[config.mk]
export PLATFORM = sky130hd
export DESIGN_NAME = dmac_chan_ctl
export DESIGN_NICKNAME = d
export VERILOG_FILES = /design/src/rtl/dmac_ctl_pkg.sv /design/src/rtl/dmac_ctl_regs.sv /design/src/rtl/dmac_req_route.sv /design/src/rtl/dmac_irq_gen.sv /design/src/rtl/dmac_chan_ctl.sv
export SDC_FILE = /design/constraint.sdc
export NUM_CORES = 1
export LEC_CHECK = 0
export CAP_MARGIN = 20
export CORE_AREA = 2 2 39 41
export DETAILED_ROUTE_END_ITERATION = 16
export DIE_AREA = 0 0 41 43
export DONT_BUFFER_PORTS = 1
export GPL_ROUTABILITY_DRIVEN = 0
export PLACE_DENSITY = 0.37
export RECOVER_POWER = 50
export SLEW_MARGIN = 20
export SYNTH_ARGS = -nofsm -noshare
export SYNTH_HDL_FRONTEND = slang
export SYNTH_SLANG_ARGS = --single-unit
[constraint.sdc]
create_clock -name clk -period 1.1 [get_ports clk]
set_input_delay 0.165 -clock clk [delete_from_list [all_inputs] [get_ports clk]]
set_output_delay 0.165 -clock clk [all_outputs]
set_load 0.01 [all_outputs]
[src/rtl/dmac_ctl_pkg.sv]
// Package: shared control-word layout for the DMA channel control block.
// Assumes a four-bit control word; positions are fixed because software
// decodes them.
package dmac_ctl_pkg;
    localparam int CTL_W   = 4;
    localparam int XEN_POS = 0;
    localparam int MEN_POS = 1;
    localparam int EIE_POS = 2;
    localparam int BIE_POS = 3;

    typedef struct packed {
        logic bie;   // break interrupt enable
        logic eie;   // end interrupt enable
        logic men;   // master enable
        logic xen;   // transfer enable
    } ctl_bits_t;
endpackage

[src/rtl/dmac_ctl_regs.sv]
// Module: control bit storage with a guarded transfer-enable set.
// What it does: holds the four control bits, arms a set permission on a read
// that shows transfer enable at 0, and disarms it on any write. It exposes the
// next-state bits and fall events so that the interrupt logic can react in the
// same cycle.
// Assumes: write has priority over a same-cycle read; cnt_done overrides writes.
module dmac_ctl_regs
    import dmac_ctl_pkg::*;
(
    input  logic             clk,
    input  logic             rst_n,
    input  logic             wr_en,
    input  logic             rd_en,
    input  logic [CTL_W-1:0] wr_data,
    input  logic             cnt_done,
    output ctl_bits_t        ctl_q,
    output ctl_bits_t        ctl_d,
    output logic             xen_fall,
    output logic             men_fall
);
    logic armed_q;
    logic armed_d;

    // Purpose: compute the next control bits and the arm flag.
    always_comb begin
        ctl_d   = ctl_q;
        armed_d = armed_q;
        if (wr_en) begin
            armed_d = 1'b0;
            ctl_d.men = wr_data[MEN_POS];
            ctl_d.eie = wr_data[EIE_POS];
            ctl_d.bie = wr_data[BIE_POS];
            if (!wr_data[XEN_POS]) begin
                ctl_d.xen = 1'b0;
            end else if (armed_q) begin
                ctl_d.xen = 1'b1;
            end
        end else if (rd_en && !ctl_q.xen) begin
            armed_d = 1'b1;
        end
        if (cnt_done) begin
            ctl_d.xen = 1'b0;
        end
    end

    // Purpose: detect falling edges of the two enables in the current cycle.
    always_comb begin
        xen_fall = ctl_q.xen & ~ctl_d.xen;
        men_fall = ctl_q.men & ~ctl_d.men;
    end

    // Purpose: register the control bits and the arm flag.
    always_ff @(posedge clk) begin
        if (!rst_n) begin
            ctl_q   <= '0;
            armed_q <= 1'b0;
        end else begin
            ctl_q   <= ctl_d;
            armed_q <= armed_d;
        end
    end

    AST_XEN_SET_NEEDS_ARM: assert property (@(posedge clk) disable iff (!rst_n)
        (!ctl_q.xen && !(wr_en && armed_q && wr_data[XEN_POS])) |=> !ctl_q.xen);
    AST_WRITE_DISARMS: assert property (@(posedge clk) disable iff (!rst_n)
        wr_en |=> !armed_q);
    AST_COUNT_DONE_CLEARS: assert property (@(posedge clk) disable iff (!rst_n)
        cnt_done |=> !ctl_q.xen);
    AST_ZERO_WRITE_CLEARS: assert property (@(posedge clk) disable iff (!rst_n)
        (wr_en && !wr_data[XEN_POS]) |=> !ctl_q.xen);
endmodule

[src/rtl/dmac_req_route.sv]
// Module: activation request routing.
// What it does: decides per request whether to start a transfer, forward the
// request to the CPU as an interrupt, or drop it. Both outputs are registered
// one-cycle pulses.
// Assumes: act_req is valid for one cycle per request.
module dmac_req_route
    import dmac_ctl_pkg::*;
(
    input  logic      clk,
    input  logic      rst_n,
    input  ctl_bits_t ctl_q,
    input  logic      act_req,
    input  logic      act_is_irq,
    output logic      xfer_go,
    output logic      cpu_irq
);
    logic go_d;
    logic fwd_d;

    // Purpose: classify the current request against the enable state.
    always_comb begin
        go_d  = act_req & ctl_q.xen & ctl_q.men;
        fwd_d = act_req & act_is_irq & ~ctl_q.xen;
    end

    // Purpose: register the start and forward pulses.
    always_ff @(posedge clk) begin
        if (!rst_n) begin
            xfer_go <= 1'b0;
            cpu_irq <= 1'b0;
        end else begin
            xfer_go <= go_d;
            cpu_irq <= fwd_d;
        end
    end

    AST_START_NEEDS_BOTH: assert property (@(posedge clk) disable iff (!rst_n)
        (act_req && ctl_q.xen && ctl_q.men) |=> xfer_go);
    AST_FWD_ONLY_DISABLED: assert property (@(posedge clk) disable iff (!rst_n)
        (act_req && act_is_irq && !ctl_q.xen) |=> (cpu_irq && !xfer_go));
    AST_HALF_ENABLED_DROPS: assert property (@(posedge clk) disable iff (!rst_n)
        (ctl_q.xen && !ctl_q.men) |=> (!xfer_go && !cpu_irq));
endmodule

[src/rtl/dmac_irq_gen.sv]
// Module: transfer-end and transfer-break interrupt requests.
// What it does: sets a level request on each enable fall while the matching
// interrupt enable is on. The end request holds until its enable is cleared.
// The break request also drops when the master enable returns.
// Assumes: fall events and next-state bits come from the same cycle.
module dmac_irq_gen
    import dmac_ctl_pkg::*;
(
    input  logic      clk,
    input  logic      rst_n,
    input  ctl_bits_t ctl_q,
    input  ctl_bits_t ctl_d,
    input  logic      xen_fall,
    input  logic      men_fall,
    output logic      end_irq,
    output logic      brk_irq
);
    logic end_d;
    logic brk_d;

    // Purpose: next request levels from set events and cancel conditions.
    always_comb begin
        end_d = (xen_fall | end_irq) & ctl_d.eie;
        brk_d = (men_fall | brk_irq) & ctl_d.bie & ~ctl_d.men;
    end

    // Purpose: hold the request levels.
    always_ff @(posedge clk) begin
        if (!rst_n) begin
            end_irq <= 1'b0;
            brk_irq <= 1'b0;
        end else begin
            end_irq <= end_d;
            brk_irq <= brk_d;
        end
    end

    AST_END_IRQ_NEEDS_IE: assert property (@(posedge clk) disable iff (!rst_n)
        end_irq |-> ctl_q.eie);
    AST_BRK_IRQ_CANCEL: assert property (@(posedge clk) disable iff (!rst_n)
        brk_irq |-> (ctl_q.bie && !ctl_q.men));
    AST_BRK_ON_MEN_FALL: assert property (@(posedge clk) disable iff (!rst_n)
        (ctl_q.men && ctl_q.bie && !ctl_d.men && ctl_d.bie) |=> brk_irq);
endmodule

[src/rtl/dmac_chan_ctl.sv]
// Module: top of the DMA channel enable and interrupt control block.
// What it does: connects the control registers, the request router and the
// interrupt generator, and presents the control word for reading.
// Assumes: one channel per instance; the caller decodes register selection.
module dmac_chan_ctl
    import dmac_ctl_pkg::*;
(
    input  logic             clk,
    input  logic             rst_n,
    input  logic             wr_en,
    input  logic             rd_en,
    input  logic [CTL_W-1:0] wr_data,
    output logic [CTL_W-1:0] rd_data,
    input  logic             act_req,
    input  logic             act_is_irq,
    input  logic             cnt_done,
    output logic             xfer_go,
    output logic             cpu_irq,
    output logic             end_irq,
    output logic             brk_irq
);
    ctl_bits_t ctl_q;
    ctl_bits_t ctl_d;
    logic      xen_fall;
    logic      men_fall;

    dmac_ctl_regs u_regs (
        .clk      (clk),
        .rst_n    (rst_n),
        .wr_en    (wr_en),
        .rd_en    (rd_en),
        .wr_data  (wr_data),
        .cnt_done (cnt_done),
        .ctl_q    (ctl_q),
        .ctl_d    (ctl_d),
        .xen_fall (xen_fall),
        .men_fall (men_fall)
    );

    dmac_req_route u_route (
        .clk        (clk),
        .rst_n      (rst_n),
        .ctl_q      (ctl_q),
        .act_req    (act_req),
        .act_is_irq (act_is_irq),
        .xfer_go    (xfer_go),
        .cpu_irq    (cpu_irq)
    );

    dmac_irq_gen u_irq (
        .clk      (clk),
        .rst_n    (rst_n),
        .ctl_q    (ctl_q),
        .ctl_d    (ctl_d),
        .xen_fall (xen_fall),
        .men_fall (men_fall),
        .end_irq  (end_irq),
        .brk_irq  (brk_irq)
    );

    // Purpose: present the control word on the read port.
    always_comb begin
        rd_data = ctl_q;
    end

    AST_NEVER_GO_AND_FWD: assert property (@(posedge clk) disable iff (!rst_n)
        !(xfer_go && cpu_irq));
endmodule

# After elaboration in Yosys (flattened, before gate mapping)
# Index checks and enable logic that the tools add are counted.
# word_totals
regBits	9
latchBits	0
mem_bits_rw	0
romBits	0
input_bits	11
out_inout_bits	8
memories	0
# op_classes
add_sub_neg	0
mul	0
div	0
magnitude_cmp	0
eq_ne	0
shifts	0
muxes	4
n_bitwise	15
reduce_logical	3
# ops
cell	count
bitwise AND 1 bit	9
two-way mux 4 bit	1
inverter 1 bit	4
two-way mux 1 bit	3
OR 1 bit	2
OR reduction 2 bit	1
logical AND 1 bit	1
logical NOT 1 bit	1

# Logic depth before layout (Yosys ltp)
# Gate-level depths: netlist of run 1.
# depth
depth_word	8
ltp_mapped	3

# Cells and area by module
# A second synthesis of run 1 with hierarchy kept.
# hier_totals
cells_unflattened	32
hier_area_um2	365.4
# by_module_without_submodules
module	instances	cells_per_inst	area_per_inst_um2	seq_area_each_um2
dmac_ctl_regs	1	22	237.7	100.1
dmac_irq_gen	1	6	67.6	40.0
dmac_req_route	1	4	60.1	40.0

# Worst setup path after synthesis of run 1
# OpenSTA, ideal clock, no wires.
# synth_path
path_kind	flip-flop to flip-flop
startpoint	register, netlist name u_regs.ctl_q[1]
endpoint	register, netlist name u_regs.ctl_q[1]
setup_ns	0.116
arrival_ns	0.789
required_time_ns	0.984
slack_ns	0.195
stages_incl_launch_ff	3
cell_sequence	dfxtp_1 mux2_4 and2_2
# synth_via
elab_chain_cells	1
# synth_lines
item	line_no	rtl
two-way mux 4 bit	dmac_ctl_regs.sv:28	if (wr_en) begin
# Every way passes these cells.
# A chain may end at the register's enable or synchronous reset.

# Worst setup path after layout of run 1
# layout_path
startpoint	input cnt_done
endpoint	register, netlist name u_regs.ctl_q[0]
# layout_via
elab_chain_cells	1
# layout_lines
item	line_no	rtl
from (decl)	dmac_chan_ctl.sv:16	input logic cnt_done,
two-way mux 1 bit	dmac_ctl_regs.sv:41	if (cnt_done) begin
# Every way passes these cells.

==> results.py, run 1 <==
metrics = {
    "status": {
        "status": "completed",
    },
    "critical_path": {
        "cp_slowest_stage_delay_ps": 530,
        "timing.critical_path.buf_inv": 1,
        "cp.depth": 2,
        "worstSetupPathType": "input pin to register",
        "reg2reg_depth": 2,
        "critPathLaunchType": "input pin",
        "cp_data_arrival_time_ps": 1120,
        "cp_max_fo": 2,
        "cpLargestDelayFamily": "buffers and inverters",
        "worstPathCellList": "dlygate4sd3_1, a2111oi_0",
        "end_kind": "register",
        "critical_path_required_ps": 1210,
        "r2r_slack_ps": 150,
        "crit_slowest_cell": "dlygate4sd3_1",
    },
    "grt": {
        "grt_overflow": 0,
        "grt_usage_pct": 10.3,
        "grt_pass1_vias": 289,
        "antenna_found_initial": 0,
        "grt_max_degree": 8,
        "grt_pass1_wl_mm": 1.12,
    },
    "sta": {
        "rsz0062_at_grt": "no",
        "finalSetupViolCount": 0,
        "fin_setup_tns_ps": 0,
        "tightest_slew_ps": 408,
        "max_freq_ghz": 0.986,
        "slew-limit-headroom_pct": 72.1,
        "maxSlewViolCount": 0,
        "skew_ps": 1.90,
        "fin_crit_sh_pct": 92.2,
        "period_minus_slack_ps": 1010,
        "finalHoldViolCount": 0,
    },
    "placed_design": {
        "portBuffers": 0,
        "hpwl_um": 563,
        "placed_cells": 46,
    },
    "cts": {
        "post_cts_buffers": 0,
        "insertion_delay_ps": 250,
        "htreeDepth": 1,
        "cts_buffers": 3,
        "cts_tree": "done",
        "cts_buffer_depth": 2,
        "clk_pin_slew_worst_paths_ps": 60,
        "cts-root-buf": "clkbuf_4",
        "cts_sinks": 9,
    },
    "synthesis": {
        "syn_avg_cell_area_sq_um": 11.2,
        "ys_seq_elements": 9,
        "synth_cell_types": 15,
        "synth_area_leaders": "dfxtp_1, mux2i_1, a211oi_1",
        "yosysMostFrequentCell": "dfxtp_1",
        "synth_edf_count": 0,
        "syn-num-nets": 41,
        "ys_warn_count": 0,
        "synth_common_cells": "dfxtp_1, inv_1, nor2_1",
        "synth_top_area_cell": "dfxtp_1",
        "syn_inst": 30,
        "synth_top_area_share_pct": 53.7,
        "ys_async_sr_fraction_pct": 0,
        "ys.flop_type": "dfxtp_1",
        "syn_area_sq_um": 335,
        "ys_seq_area_share_pct": 53.7,
    },
    "worst_hold_path": {
        "holdCritPathClass": "input pin to register",
        "hold_depth": 1,
    },
    "finish": {
        "layout.nets": 48,
        "fillCellCount": 158,
        "stdcell_count": 52,
        "drive_gt1_share_pct": 19.4,
        "diodes": 0,
        "multiInputGateArea_sq_um": 133,
        "register_area_sq_um": 181,
        "area_growth_pct": 17.9,
        "final_util_pct": 28.6,
    },
    "power": {
        "clkPwrFrac_pct": 38.7,
        "pwr-share-comb_pct": 6.4,
        "p_switching_mw": 0.134,
        "cellPowerDensity_nw_per_um2": 1600,
        "p_seq_share_pct": 54.9,
        "intPower_mw": 0.498,
        "ir_drop_v": 0.000595,
        "p_leak_nw": 0.156,
        "switching_share_pct": 21.2,
    },
    "drt": {
        "drt-initial-drc-count": 1,
        "drtAntennaViolNets": 0,
        "post_drt_via_cell_ratio": 4.77,
        "wire_per_inst_um": 13.8,
        "dr.pass1.iters": 2,
        "vias": 248,
        "wl_um": 720,
        "post-route-drc-count": 0,
    },
    "floorplan": {
        "start_util_pct": 24.2,
        "rows": 14,
        "core-area_sq_um": 1380,
        "dieArea_sq_um": 1760,
        "io_pins": 19,
        "fp.dieH_um": 43,
        "die_w_um": 41,
    },
    "job": {
        "maxCapViolCount": 0,
    },
}
## layout make-up
class,instances,area share [%]
flip-flops and latches,9,45.9
multi-input cells,17,33.5
clock buffers,4,6.65
repair buffers,3,6.01
well taps,16,5.06
inverters,3,2.85
## per-layer routing
layer | GRT usage, % | vias to the layer above | part of all wire (%)
met3 | 5.24 | 0 | 14
met2 | 15.6 | 16 | 52
met4 | 8.00 | 0 | 0
li1 | - | 121 | -
met1 | 9.71 | 111 | 34
met5 | 0 | - | 0
## power by group through the flow
stage | registers [mW] | logic, mW | clock network (mW)
after floorplan | 0.354 | 0.0335 | 0
after global placement | 0.354 | 0.0358 | 0
after detailed placement | 0.354 | 0.0372 | 0
after CTS | 0.347 | 0.0429 | 0.263
after global routing | 0.348 | 0.0456 | 0.280
final | 0.347 | 0.0403 | 0.245
## through the flow
step / setup slack [ps] / hold WS (ps) / total power [mW] / instance area [sq um]
finish: 86.2 / 44.3 / 0.632 / 395
global route: 33.2 / 37.2 / 0.674 / 395
CTS: 122 / 27.7 / 0.653 / 398
detailed placement: 126 / 246 / 0.392 / 352
global placement: 243 / 241 / 0.390 / 352
floorplan: 195 / 256 / 0.388 / 335
## path summary, 6_finish.rpt
kind / start / end
setup / recovery: cnt_done / u_regs.ctl_q[0]
hold reg to reg: u_regs.armed_q / u_regs.armed_q
setup reg to reg: u_regs.ctl_q[0] / u_regs.ctl_q[0]
hold / removal: wr_en / u_regs.ctl_q[0]
## state kept, by name, summed over array words and instances, names as in the netlist
| name | cells |
|---|---|
| u_route.xfer_go | 1 |
| u_irq.brk_irq | 1 |
| u_irq.end_irq | 1 |
| u_regs.ctl_q | 4 |
| u_route.cpu_irq | 1 |
| u_regs.armed_q | 1 |
## repair_timing
item                                    in CTS  in global routing
hold endpoints to repair                     2                  0
endpoints found under the setup margin       0                  1
gates resized for setup                      0                  1
hold buffers                                 2                  0
## cells by family (layout without fill, tap and decap cells)
| logic type | after synthesis | count (layout) | synth area share, % |
|---|---|---|---|
| flip-flops | 9 | 9 | 53.7 |
| AO/OA/AOI/OAI | 5 | 5 | 10.1 |
| buffers and inverters | 4 | 10 | 6.72 |
| multiplexers | 3 | 3 | 10.4 |
| AND/OR/NAND/NOR | 9 | 9 | 19.0 |
## cell usage in the layout, fill, tap and decap left out
cell / n
inv_1: 3
nor4_2: 1
dfxtp_1: 8
dfxtp_2: 1
dlygate4sd3_1: 2
nand3b_1: 1
and4b_1: 1
nor2_1: 3
a211oi_1: 2
and4_1: 1
clkbuf_1: 2
a21oi_1: 2
mux2_4: 1
clkbuf_4: 3
and2_2: 1
mux2i_1: 2
a2111oi_0: 1
nand2b_1: 1
Note: power is estimated with default switching activity, not from simulation.
==> inputs of run 2 (changes only) <==
==> constraint.sdc (replaced) <==
create_clock -name clk -period 1.25 [get_ports clk]
set_input_delay 0.1875 -clock clk [delete_from_list [all_inputs] [get_ports clk]]
set_output_delay 0.1875 -clock clk [all_outputs]
set_load 0.01 [all_outputs]
==> results.py, run 2 (synthesized netlist as in run 1, its figures left out) <==
metrics = {
    "drt": {
        "wl_um": 687,
        "drt-initial-drc-count": 0,
        "post_drt_via_cell_ratio": 4.78,
        "post-route-drc-count": 0,
        "drtAntennaViolNets": 0,
        "wire_per_inst_um": 13.7,
        "dr.pass1.iters": 1,
        "vias": 239,
    },
    "grt": {
        "grt_usage_pct": 9.44,
        "grt_overflow": 0,
        "grt_max_degree": 8,
        "antenna_found_initial": 0,
        "grt_pass1_wl_mm": 1.01,
        "grt_pass1_vias": 255,
    },
    "critical_path": {
        "end_kind": "register",
        "reg2reg_from": "u_regs.ctl_q[0]",
        "cp_max_fo": 7,
        "r2r_end": "u_regs.ctl_q[0]",
        "cp_data_arrival_time_ps": 1120,
        "critical_path_required_ps": 1370,
        "critPathLaunchType": "register",
        "worstSetupPathType": "register to register",
        "r2r_slack_ps": 250,
        "reg2reg_depth": 2,
    },
    "floorplan": {
        "die_w_um": 41,
        "start_util_pct": 24.2,
        "fp.dieH_um": 43,
        "dieArea_sq_um": 1760,
        "rows": 14,
        "core-area_sq_um": 1380,
        "io_pins": 19,
    },
    "finish": {
        "largest_register_ffs": 4,
        "stdcell_count": 50,
        "top_register": "u_regs.ctl_q",
        "area_growth_pct": 13.4,
        "final_common_cell": "dfxtp_1",
        "final_cell_mix": "dfxtp_1, inv_1, nor2_1, clkbuf_4",
        "diodes": 0,
        "layout.nets": 46,
        "drive_gt1_share_pct": 17.6,
    },
    "worst_hold_path": {
        "hold-path-endpoint": "u_regs.ctl_q[0]",
        "holdCritPathClass": "input pin to register",
        "hp-start": "cnt_done",
        "hold_depth": 1,
    },
    "placed_design": {
        "place_ws_ps": 232,
        "hpwl_um": 535,
        "placed_cells": 45,
        "portBuffers": 0,
    },
    "sta": {
        "maxSlewViolCount": 0,
        "worst_slack_ps": 251,
        "tightest_slew_ps": 377,
        "period_minus_slack_ps": 999,
        "max_freq_ghz": 1.00,
        "slew-limit-headroom_pct": 74.2,
        "fin_setup_tns_ps": 0,
        "finalHoldViolCount": 0,
        "rsz0062_at_grt": "no",
        "finalSetupViolCount": 0,
        "fin_crit_sh_pct": 79.9,
        "skew_ps": 0.196,
    },
    "cts": {
        "cts_sinks": 9,
        "cts-root-buf": "clkbuf_4",
        "cts_buffers": 3,
        "insertion_delay_ps": 250,
        "htreeDepth": 1,
        "cts_buffer_depth": 2,
        "clk_pin_slew_worst_paths_ps": 60,
        "cts_tree": "done",
        "post_cts_buffers": 0,
    },
    "job": {
        "maxCapViolCount": 0,
    },
    "power": {
        "p_leak_nw": 0.150,
        "cellPowerDensity_nw_per_um2": 1450,
        "ir_drop_v": 0.000742,
    },
    "status": {
        "status": "completed",
    },
}
-- run 2: cell types whose count changed in the layout (fill, tap and decap cells not counted), sizes merged --
cell / delta
clkbuf: -1
dlygate4sd3: -1
-- run 2: critical path, cell delays in order, from the launching register on --
cell and delay [ps]:
dfxtp_1 490, a21oi_1 60, a2111oi_0 310
-- run 2: what timing repair did --
| action | 4_1_cts | 5_1_grt |
|---|---|---|
| endpoints found under the hold margin | 1 | 0 |
| hold buffers | 1 | 0 |
| resized for setup | 0 | 0 |
-- run 2: how the worst max path moves through the flow --
stage / from / to / slack, ps / cells past startpoint
floorplan: u_regs.ctl_q[1] / u_regs.ctl_q[1] / 350 / 2
global placement: u_regs.ctl_q[1] / u_regs.ctl_q[1] / 330 / 2
detailed placement: u_regs.ctl_q[0] / u_regs.ctl_q[0] / 230 / 2
CTS: u_regs.ctl_q[0] / u_regs.ctl_q[0] / 210 / 2
global route: u_regs.ctl_q[0] / u_regs.ctl_q[0] / 190 / 2
finish: u_regs.ctl_q[0] / u_regs.ctl_q[0] / 250 / 2
-- run 2: per-stage QoR --
step | power, mW | instance area [sq um] | hold WS, ps | util, %
floorplan | 0.341 | 335 | 278 | -
global placement | 0.340 | 344 | 264 | 24.9
detailed placement | 0.341 | 344 | 270 | 24.9
CTS | 0.560 | 380 | 26.9 | 27.5
global route | 0.588 | 380 | 4.69 | 27.5
finish | 0.550 | 380 | 30.0 | 27.5
-- run 2: final cells by class --
| class | instances | area [sq um] |
|---|---|---|
| flip-flops and latches | 9 | 180 |
| clock buffers | 4 | 26.3 |
| well taps | 16 | 20.0 |
| fillers | 147 | 1000 |
| inverters | 3 | 11.3 |
| multi-input cells | 17 | 133 |
| repair buffers | 1 | 10.0 |
-- run 2: power by group --
part           leakage [nW]  total (mW)  internal [mW]  switching [mW]
clock                0.0150       0.214          0.122          0.0917
sequential           0.0735       0.307          0.297          0.0104
combinational        0.0613      0.0288         0.0163          0.0125
-- run 2: metal layers --
metal	track usage (%)	share of wire, %	vias up
met5	0	0	-
met4	4.00	1.5	0
met3	11.5	14	2
met2	14.7	52	16
met1	6.11	32	106
li1	-	-	115
==> inputs of run 3 (changes only) <==
==> constraint.sdc (replaced) <==
create_clock -name clk -period 0.95 [get_ports clk]
set_input_delay 0.1425 -clock clk [delete_from_list [all_inputs] [get_ports clk]]
set_output_delay 0.1425 -clock clk [all_outputs]
set_load 0.01 [all_outputs]
==> results.py, run 3 (synthesized netlist as in run 1, its figures left out) <==
metrics = {
    "finish": {
        "fin_area_sq_um": 413,
        "final_common_cell": "dfxtp_1",
        "drive_gt1_share_pct": 27.0,
        "fillCellCount": 152,
        "layout.nets": 49,
        "diodes": 0,
        "largest_register_ffs": 4,
        "top_register": "u_regs.ctl_q",
        "area_growth_pct": 23.1,
        "final_cell_mix": "dfxtp_1, inv_1, nor2_1, clkbuf_4",
    },
    "job": {
        "maxCapViolCount": 0,
    },
    "drt": {
        "dr.pass1.iters": 3,
        "wire_per_inst_um": 13.8,
        "post-route-drc-count": 0,
        "wl_um": 733,
        "post_drt_via_cell_ratio": 4.74,
        "drtAntennaViolNets": 0,
        "drt-initial-drc-count": 1,
        "vias": 251,
    },
    "sta": {
        "skew_ps": 1.02,
        "timing.hold.ws_ps": -49.0,
        "slew-limit-headroom_pct": 80.9,
        "finalHoldViolCount": 2,
        "period_minus_slack_ps": 899,
        "rsz0062_at_grt": "no",
        "fin_crit_sh_pct": 94.6,
        "fin_setup_tns_ps": 0,
        "finalSetupViolCount": 0,
        "maxSlewViolCount": 0,
        "tightest_slew_ps": 286,
        "max_freq_ghz": 1.11,
    },
    "power": {
        "p_seq_share_pct": 53.5,
        "ir_drop_v": 0.000753,
        "switching_share_pct": 22.1,
        "p_switching_mw": 0.165,
        "p_leak_nw": 0.165,
        "pwr-share-comb_pct": 7.5,
        "intPower_mw": 0.583,
        "clkPwrFrac_pct": 39.0,
        "cellPowerDensity_nw_per_um2": 1810,
    },
    "floorplan": {
        "start_util_pct": 24.2,
        "core-area_sq_um": 1380,
        "rows": 14,
        "dieArea_sq_um": 1760,
        "fp.dieH_um": 43,
        "die_w_um": 41,
        "io_pins": 19,
    },
    "grt": {
        "grt_max_degree": 8,
        "grt_usage_pct": 11.0,
        "grt_overflow": 0,
        "grt_pass1_vias": 282,
        "antenna_found_initial": 0,
        "grt_pass1_wl_mm": 1.19,
    },
    "critical_path": {
        "cp_data_arrival_time_ps": 1040,
        "worstPathCellList": "dlygate4sd3_1, a2111oi_2",
        "r2r_slack_ps": 70,
        "crit_slowest_cell": "dlygate4sd3_1",
        "critical_path_required_ps": 1090,
        "end_kind": "register",
        "cpLargestDelayFamily": "buffers and inverters",
        "cp_slowest_stage_delay_ps": 550,
        "worstSetupPathType": "input pin to register",
        "cp_max_fo": 2,
        "critPathLaunchType": "input pin",
        "timing.critical_path.buf_inv": 1,
    },
    "cts": {
        "cts_sinks": 9,
        "htreeDepth": 1,
        "clk_pin_slew_worst_paths_ps": 60,
        "cts_tree": "done",
        "cts-root-buf": "clkbuf_4",
        "insertion_delay_ps": 260,
        "cts_buffers": 3,
        "cts_buffer_depth": 2,
    },
    "placed_design": {
        "place_area_sq_um": 359,
        "hpwl_um": 546,
        "portBuffers": 0,
    },
    "status": {
        "status": "finished, violations left",
        "violations": "negative hold slack",
    },
    "worst_hold_path": {
        "holdCritPathClass": "input pin to register",
    },
}
==> run 3: routing by layer <==
metal | GRT usage (%) | share of wire [%] | wire length, um | up-vias
met5 | 0 | 0 | 0 | -
met3 | 11.5 | 14 | 106 | 0
met1 | 9.42 | 34 | 247 | 115
met4 | 4.00 | 0 | 0 | 0
met2 | 16.3 | 52 | 379 | 17
li1 | - | - | - | 119
==> run 3: layout make-up <==
cell class / count / area [sq um] / area share [%]
clock buffers: 4 / 26.3 / 6.36
inverters: 3 / 11.3 / 2.73
multi-input cells: 17 / 139 / 33.6
flip-flops and latches: 9 / 181 / 43.9
well taps: 16 / 20.0 / 4.85
repair buffers: 4 / 35.0 / 8.48
==> run 3: worst paths after layout <==
check	depth (start not counted)	to	startpoint
min	1	u_regs.armed_q	wr_en
max	2	u_regs.ctl_q[0]	cnt_done
max reg2reg	2	u_regs.ctl_q[1]	u_regs.ctl_q[1]
min reg2reg	2	u_regs.armed_q	u_regs.armed_q
==> run 3: per-stage QoR <==
step	std cells	power [mW]	utilization, %	setup slack, ps	hold slack (ps)
finish	53	0.748	29.8	50.9	-49.0
global placement	47	0.455	25.9	92.3	219
floorplan	30	0.449	-	45.3	233
detailed placement	47	0.456	25.9	-10.7	220
CTS	52	0.758	28.7	28.5	-55.5
global route	53	0.796	29.8	17.2	-71.6
==> run 3: power by group through the flow <==
| stage | registers (mW) | clock network, mW | logic [mW] |
|---|---|---|---|
| after floorplan | 0.410 | 0 | 0.0388 |
| after global placement | 0.408 | 0 | 0.0466 |
| after detailed placement | 0.409 | 0 | 0.0472 |
| after CTS | 0.400 | 0.307 | 0.0507 |
| after global routing | 0.402 | 0.333 | 0.0611 |
| final | 0.400 | 0.292 | 0.0558 |
==> run 3: timing repair <==
action / CTS / global route
hold endpoints to repair: 2 / 3
buffers inserted: 0 / 0
gates resized for setup: 1 / 2
hold buffers: 1 / 1
setup endpoints to repair: 1 / 1
